## src/rtl/an_tmr_pkg.sv

```systemverilog
package an_tmr_pkg;
  typedef enum logic {
    MODE_SGMII = 1'b0,
    MODE_BASEX = 1'b1
  } an_mode_e;

  localparam int unsigned BASEX_US = 10000;
  localparam int unsigned SGMII_US = 1600;

  // interval [us] * clock [MHz] gives cycles; shift converts to prescaled ticks
  function automatic longint unsigned dflt_ticks(input int unsigned us,
                                                 input int unsigned mhz,
                                                 input int unsigned shift);
    longint unsigned cyc;
    cyc = longint'(us) * longint'(mhz);
    return cyc >> shift;
  endfunction
endpackage

```

## src/rtl/an_tmr_prescale.sv

```systemverilog
module an_tmr_prescale #(
  parameter int unsigned PRE_W = 10
) (
  input  logic clk_i,
  input  logic rst_ni,
  input  logic clr_i,
  output logic tick_o
);
  logic [PRE_W-1:0] cnt_q;

  always_ff @(posedge clk_i or negedge rst_ni) begin
    if (!rst_ni)    cnt_q <= '0;
    else if (clr_i) cnt_q <= '0;
    else            cnt_q <= cnt_q + PRE_W'(1);
  end

  assign tick_o = &cnt_q;
endmodule

```

## src/rtl/an_tmr_limit.sv

```systemverilog
module an_tmr_limit
  import an_tmr_pkg::*;
#(
  parameter int unsigned CNT_W   = 16,
  parameter int unsigned CLK_MHZ = 125,
  parameter int unsigned PRE_W   = 10
) (
  input  logic             clk_i,
  input  logic             rst_ni,
  input  logic             mode_i,
  input  logic             wr_i,
  input  logic [CNT_W-1:0] wdata_i,
  input  logic             dflt_i,
  input  logic             start_i,
  output logic [CNT_W-1:0] limit_o
);
  localparam int unsigned N_MODES = 2;

  logic [CNT_W-1:0] def_tbl [N_MODES];
  logic [CNT_W-1:0] user_q;
  logic             use_dflt_q;
  logic [CNT_W-1:0] lim_q;
  logic [CNT_W-1:0] lim_next;

  for (genvar m = 0; m < N_MODES; m++) begin : g_def
    localparam int unsigned US = (m == int'(MODE_BASEX)) ? BASEX_US : SGMII_US;
    assign def_tbl[m] = CNT_W'(dflt_ticks(US, CLK_MHZ, PRE_W));
  end

  always_comb begin
    if (use_dflt_q) lim_next = def_tbl[mode_i];
    else            lim_next = user_q;
  end

  always_ff @(posedge clk_i or negedge rst_ni) begin
    if (!rst_ni) begin
      user_q     <= '0;
      use_dflt_q <= 1'b1;
    end else if (wr_i) begin
      user_q     <= wdata_i;
      use_dflt_q <= 1'b0;
    end else if (dflt_i) begin
      use_dflt_q <= 1'b1;
    end
  end

  // active limit frozen for the whole run
  always_ff @(posedge clk_i or negedge rst_ni) begin
    if (!rst_ni)      lim_q <= '0;
    else if (start_i) lim_q <= lim_next;
  end

  assign limit_o = lim_q;
endmodule

```

## src/rtl/an_tmr_counter.sv

```systemverilog
module an_tmr_counter #(
  parameter int unsigned CNT_W = 16
) (
  input  logic             clk_i,
  input  logic             rst_ni,
  input  logic             start_i,
  input  logic             tick_i,
  input  logic [CNT_W-1:0] limit_i,
  output logic             expire_o,
  output logic             running_o
);
  logic [CNT_W-1:0] cnt_q;
  logic             run_q;
  logic             exp_q;
  logic [CNT_W:0]   cnt_inc;
  logic             hit;

  assign cnt_inc = {1'b0, cnt_q} + (CNT_W+1)'(1);
  assign hit     = cnt_inc >= {1'b0, limit_i};  // limit 0 hits on first tick

  always_ff @(posedge clk_i or negedge rst_ni) begin
    if (!rst_ni) begin
      cnt_q <= '0;
      run_q <= 1'b0;
      exp_q <= 1'b0;
    end else if (start_i) begin
      cnt_q <= '0;
      run_q <= 1'b1;
      exp_q <= 1'b0;
    end else begin
      exp_q <= 1'b0;
      if (run_q && tick_i) begin
        if (hit) begin
          cnt_q <= '0;
          run_q <= 1'b0;
          exp_q <= 1'b1;
        end else begin
          cnt_q <= cnt_inc[CNT_W-1:0];
        end
      end
    end
  end

  assign expire_o  = exp_q;
  assign running_o = run_q;
endmodule

```

## src/rtl/an_link_timer.sv

```systemverilog
module an_link_timer #(
  parameter int unsigned CLK_MHZ    = 125,
  parameter int unsigned PRESCALE_W = 10,
  parameter int unsigned CNT_W      = 16
) (
  input  logic             clk_i,
  input  logic             rst_ni,
  input  logic             mode_i,
  input  logic             cnt_wr_i,
  input  logic [CNT_W-1:0] cnt_wdata_i,
  input  logic             dflt_sel_i,
  input  logic             start_i,
  output logic             expire_o,
  output logic             running_o
);
  logic             tick;
  logic [CNT_W-1:0] limit;

  an_tmr_prescale #(.PRE_W(PRESCALE_W)) u_pre (
    .clk_i  (clk_i),
    .rst_ni (rst_ni),
    .clr_i  (start_i),
    .tick_o (tick)
  );

  an_tmr_limit #(.CNT_W(CNT_W), .CLK_MHZ(CLK_MHZ), .PRE_W(PRESCALE_W)) u_lim (
    .clk_i   (clk_i),
    .rst_ni  (rst_ni),
    .mode_i  (mode_i),
    .wr_i    (cnt_wr_i),
    .wdata_i (cnt_wdata_i),
    .dflt_i  (dflt_sel_i),
    .start_i (start_i),
    .limit_o (limit)
  );

  an_tmr_counter #(.CNT_W(CNT_W)) u_cnt (
    .clk_i     (clk_i),
    .rst_ni    (rst_ni),
    .start_i   (start_i),
    .tick_i    (tick),
    .limit_i   (limit),
    .expire_o  (expire_o),
    .running_o (running_o)
  );
endmodule

```

## config.mk

```make
export PLATFORM = sky130hd
export DESIGN_NAME = an_link_timer
export DESIGN_NICKNAME = d
export VERILOG_FILES = /design/src/rtl/an_tmr_pkg.sv /design/src/rtl/an_tmr_prescale.sv /design/src/rtl/an_tmr_limit.sv /design/src/rtl/an_tmr_counter.sv /design/src/rtl/an_link_timer.sv
export SDC_FILE = /design/constraint.sdc
export NUM_CORES = 1
export LEC_CHECK = 0
export ABC_CLOCK_PERIOD_IN_PS = 6690
export BUFFER_PORTS_ARGS = -buffer_cell sky130_fd_sc_hd__clkbuf_2
export CAP_MARGIN = 20
export CELL_PAD_IN_SITES_DETAIL_PLACEMENT = 1
export CELL_PAD_IN_SITES_GLOBAL_PLACEMENT = 1
export CORE_UTILIZATION = 25
export CTS_BUF_LIST = sky130_fd_sc_hd__clkbuf_8
export CTS_CLUSTER_SIZE = 10
export DETAILED_ROUTE_END_ITERATION = 8
export PLACE_DENSITY_LB_ADDON = 0.2
export SLEW_MARGIN = 20
export SYNTH_ARGS = -nofsm -noshare
export SYNTH_HDL_FRONTEND = slang
export SYNTH_HIERARCHICAL = 1
export SYNTH_SLANG_ARGS = --single-unit
```

## constraint.sdc

```tcl
create_clock -name clk_i -period 6.69 [get_ports clk_i]
set_input_delay 0.3345 -clock clk_i [delete_from_list [all_inputs] [get_ports clk_i]]
set_output_delay 0.3345 -clock clk_i [all_outputs]
set_load 0.02 [all_outputs]
```

# Word level (Yosys, flattened, before mapping)
# Cells that the tools add are included.
[word_totals] ram_bits=0 output_inout_bits=2 mem_count=0 mem_bits_ro=0 input_bits=22 latchBits=0 regBits=61
[op_classes] mul=0 n_eq_ne=0 magnitude_cmp=2 n_bitwise=1 n_addsub=2 n_reduce_logical=6 muxes=16 div_mod_pow=0 n_shift=0
[ops] cell="$mux 16" count=6
[ops] cell="$add 16x1->17 const B" count=1
[ops] cell="$ge 17x16->1" count=1
[ops] cell="$mux 11" count=1
[ops] cell="$add 10x1->10 const B" count=1
[ops] cell="$mux 10" count=1
[ops] cell="$reduce_and 10->1" count=1
[ops] cell="$mux 1" count=8
[ops] cell="$reduce_bool 2->1" count=3
[ops] cell="$ge 2x2->1 const B" count=1
[ops] cell="$not 1->2" count=1
[ops] cell="$reduce_and 2->1" count=1
[ops] cell="$logic_and 1x1->1" count=1

# Logic depth before layout (Yosys ltp)
[depth] ltp_word=5 mapped_depth=13 depth_no_buf=11

# Cells and area by module
# The synthesis kept the hierarchy.
[by_module_without_submodules] module="an_tmr_counter" area_per_inst_um2=1592.8 instances=1 seq_area_each_um2=450.4 cells_each=192
[by_module_without_submodules] module="an_tmr_limit" area_per_inst_um2=1371.3 instances=1 seq_area_each_um2=827.0 cells_each=107
[by_module_without_submodules] module="an_tmr_prescale" area_per_inst_um2=467.9 instances=1 seq_area_each_um2=250.2 cells_each=47

# Least setup slack after synthesis
# No wires, ideal clock.
[synth_timing] path_type="reg2reg" start="register u_cnt.cnt_q[0]" end="register u_cnt.cnt_q[7]" t_arrival_ns=2.666 required_time_ns=6.610 setup_slack_ns=3.943 setup_ns=0.080 path_stages_with_launch=13 path_buffers=1 synth_period_minus_slack_ns=2.747 path_cell_list="dfrtp_1 > ha_1 > and4_4 > and4_1 > xor2_1 > ha_1 > and3_1 > and4_1 > a221o_1 > a21oi_2 > buf_2 > nand4_2 > o211ai_2"
[synth_between] elab_chain_cells=5
[synth_rtl] element="start, declared" line_no="an_tmr_counter.sv:12" rtl="logic [CNT_W-1:0] cnt_q;"
[synth_rtl] element="start signal, assigned" line_no="an_tmr_counter.sv:38" rtl="cnt_q <= cnt_inc[CNT_W-1:0];"
[synth_rtl] element="$add 16x1->17 (*)" line_no="an_tmr_counter.sv:18" rtl="assign cnt_inc = {1'b0, cnt_q} + (CNT_W+1)'(1);"
[synth_rtl] element="$ge 17x16->1" line_no="an_tmr_counter.sv:19" rtl="assign hit = cnt_inc >= {1'b0, limit_i};"
[synth_rtl] element="$mux 16 (*)" line_no="an_tmr_counter.sv:33" rtl="if (hit) begin"
[synth_rtl] element="$mux 16 (*)" line_no="an_tmr_counter.sv:32" rtl="if (run_q && tick_i) begin"
[synth_rtl] element="$mux 16 (*)" line_no="an_tmr_counter.sv:26" rtl="end else if (start_i) begin"
# Mark *: on every way between the ends. The rest lies on a longest branch, timed or not. The select of a mux whose other input is x is not followed.
# A chain may end at the register's enable or synchronous reset.

# Worst setup path in the final report
[layout_timing] start="register u_cnt.cnt_q[0]" end="register u_cnt.cnt_q[0]"
# Same word-level chain as after synthesis.

==> reports/metrics.yaml <==
grtUsageTotal_pct: 11.7
internal-power_uw: 718
netSwitchingFraction_pct: 25.1
finalHoldViolCount: 0
placed_cell_area_um2: 3660
mappedNetlistArea_um2: 3430
grt_max_degree: 62
vias: 2486
coreArea_um2: 13300
crit_path_max_fanout: 20
flip_flop_and_latch_count_after_synthesis: 61
floorplan.die.height_um: 119
grt_antenna_before_repair: 0
critical_path.endpoint_type: "flip-flop"
outcome: "complete, no violations"
dpl.hpwl_um: 5110
antenna_cell_count: 0
max-clock-path-buffers: 2
clock_pin_slew_worst_setup_and_hold_paths_ns: 0.08
switching_power_uw: 241
die_area_um2: 14200
max_slew_violation_total_from_the_final_report: 0
grt_setup_unrepaired: "false"
drt-pass1-iter-count: 4
drc_errors: 0
final.min_clock_period_ns: 3.64
wire_length_of_the_first_global_routing_pass_um: 13100
vias_per_cell: 4.55
area_growth_syn_to_layout_pct: 14.2
critPathSlowestCell: "sky130_fd_sc_hd__a21oi_2"
cts.repair.resized: 0
reg2reg_from: "u_cnt/cnt_q[0]"
grt_pass1_vias: 2559
synth_top_area_share_pct: 43.7
ys_top_cells_by_count: "sky130_fd_sc_hd__dfrtp_1, sky130_fd_sc_hd__inv_1, sky130_fd_sc_hd__nand2_1, sky130_fd_sc_hd__nor2_1, sky130_fd_sc_hd__nand3_1"
place.gp.congestion: 0.752
fraction_of_layout_cells_with_a_size_suffix_above_1_pct: 20.0
synthFlopType: "sky130_fd_sc_hd__dfrtp_1"
drt_wl_total_um: 7360
critical_path.reg2reg.endpoint: "u_cnt/cnt_q[0]"
netlist_top_cells_area: "sky130_fd_sc_hd__dfrtp_1, sky130_fd_sc_hd__ha_1, sky130_fd_sc_hd__mux2_4"
buffers_on_ports: 23
synth.avg_cell_area_um2: 9.92
synth_enable_flop_cells: 0
cts_tree: "yes"
yosys_warnings: 6
final.setup_skew_ns: 0.00837
critical-path-top-delay-family: "compound AO/OA/AOI/OAI gates"
detail_route.wl_per_cell_um: 13.5
total_negative_setup_slacks_ns: 0
netlist_instances: 346
layout.cell_area.non_filler_um2: 3920
seq_power_share_pct: 43.8
ff2ff_path_depth: 11
placement.setup.worst_slack_ns: 3.03
critical_path_cell_count: 11
cts_inserted_buffers: 9
yosys.area.top_type: "sky130_fd_sc_hd__dfrtp_1"
yosysMostFrequentCell: "sky130_fd_sc_hd__dfrtp_1"
cellPowerDensity_nw_per_um2: 244
cts_root_buf: "sky130_fd_sc_hd__clkbuf_8"
io_pins: 24
required_ns: 6.96
utilization_pct: 29.5
slew_headroom_pct: 33.9
globalRoute.totalOverflow: 0
worstPathBufferInverterCount: 0
timing.hold.worst.class: "in -> async"
finalSetupViolations: 0
hold-worst-slack_ns: 0.173
cts_num_sinks: 61
clkPwrFrac_pct: 44.5
postRouteAntennaNets: 0
floorplan.initialDensity_pct: 25.8
asyncSetResetFlopFracSynth_pct: 100
clk-insertion-delay-late_ns: 0.34
detailedRoute.firstIterationViolations: 44
setup_ws_post_layout_ns: 3.05
layout.nets: 405
peakVddDrop_v: 0.0000886
static-leakage-power_nw: 1.76
synth_cell_types: 55
layout_worst_path_cycle_share_pct: 54.4
critical_path.max_stage_delay_ns: 0.72
reg2reg_slack_ns: 3.05
max_clock_freq_mhz: 275
mappedNetlistNets: 386
arrival_time_reported_for_the_critical_path_endpoint_ns: 3.90
floorplan.rows: 42
synth_sequential_area_ratio_pct: 44.5
post_cts.repair.setup_buffers: 0
worst_margin_pin_slew_ns: 0.992
start_kind: "flip-flop"
cts-hold-fix-buffers: 0
worst_path_class_setup: "reg -> reg"
cp_cell_sequence: "ha_1 -> and4_4 -> and4_1 -> xor2_1 -> ha_1 -> and3_1 -> and4_1 -> a221o_1 -> a21oi_2 -> nand2_2 -> o21ai_1"
die-width_um: 119
p_comb_share_pct: 11.7
cts_htree_levels: 3
max_cap_viol_count: 0
==> area by class of cell <==
type / count / area [um2]
tap: 176 / 220
timing repair buffer: 26 / 138
clock inverter: 5 / 106
clock buffer: 11 / 151
multi-input combinational: 238 / 1670
fill: 1526 / 9380
sequential: 61 / 1530
inverter: 29 / 109
==> how the worst max path moves through the flow <==
stage | start | endpoint | slack (ns)
after global routing | u_cnt/cnt_q[0] | u_cnt/cnt_q[0] | 2.62
after CTS | u_cnt/cnt_q[0] | u_cnt/cnt_q[0] | 3.02
final | u_cnt/cnt_q[0] | u_cnt/cnt_q[0] | 3.05
after detailed placement | u_cnt/cnt_q[0] | u_cnt/cnt_q[3] | 3.03
after floorplan | u_cnt/cnt_q[0] | u_cnt/cnt_q[7] | 3.94
after global placement | u_cnt/cnt_q[0] | u_cnt/cnt_q[0] | 3.11
==> cell usage in the layout (no fill, tap or decap), drive strengths merged, types with 5 or more instances in the layout <==
cell	count
a21oi	16
clkbuf	34
dfrtp	60
ha	18
inv	29
mux2	18
nand2	28
nand3	23
nand3b	10
nand4	7
nor2	24
o21ai	23
or3	5
xnor2	12
xor2	5
==> power by group through the flow <==
stage	registers, mW	clock network [mW]	logic, mW
floorplan	0.416	0	0.0918
global placement	0.426	0	0.113
detailed placement	0.428	0	0.114
CTS	0.421	0.440	0.116
global route	0.424	0.456	0.131
finish	0.420	0.426	0.112
==> per-layer routing <==
| metal | wire (um) | part of all wire [%] | global-route usage, % | up-vias |
|---|---|---|---|---|
| li1 | - | - | - | 1237 |
| met1 | 3850 | 52 | 16.4 | 1210 |
| met2 | 3160 | 43 | 17.3 | 28 |
| met3 | 219 | 3.0 | 2.44 | 11 |
| met4 | 129 | 1.8 | 5.22 | 0 |
| met5 | 0 | 0 | 0 | - |
==> per-stage QoR <==
stage / std cells / power, mW
2_1_floorplan: 346 / 0.508
3_3_place_gp: 530 / 0.539
3_5_place_dp: 530 / 0.542
4_1_cts: 546 / 0.976
5_1_grt: 546 / 1.01
6_report: 546 / 0.958
==> state kept, by name, indices dropped and copies added, names as in the netlist <==
signal	flops
u_lim/user_q	16
u_cnt/running_o	1
u_lim/limit_o	16
u_lim/use_dflt_q	1
u_cnt/cnt_q	16
u_pre/cnt_q	10
u_cnt/expire_o	1
==> logic make-up after synthesis <==
kind of cell	count (synthesis)	share of synthesized area (%)
compound gates	57	9.81
xor+xnor	17	4.34
fa+ha+maj	18	6.56
buf+inv	47	7.00
flops	61	44.5
mux	20	7.47
simple gates	126	20.3
No activity file was read; power rests on OpenSTA's default activity.
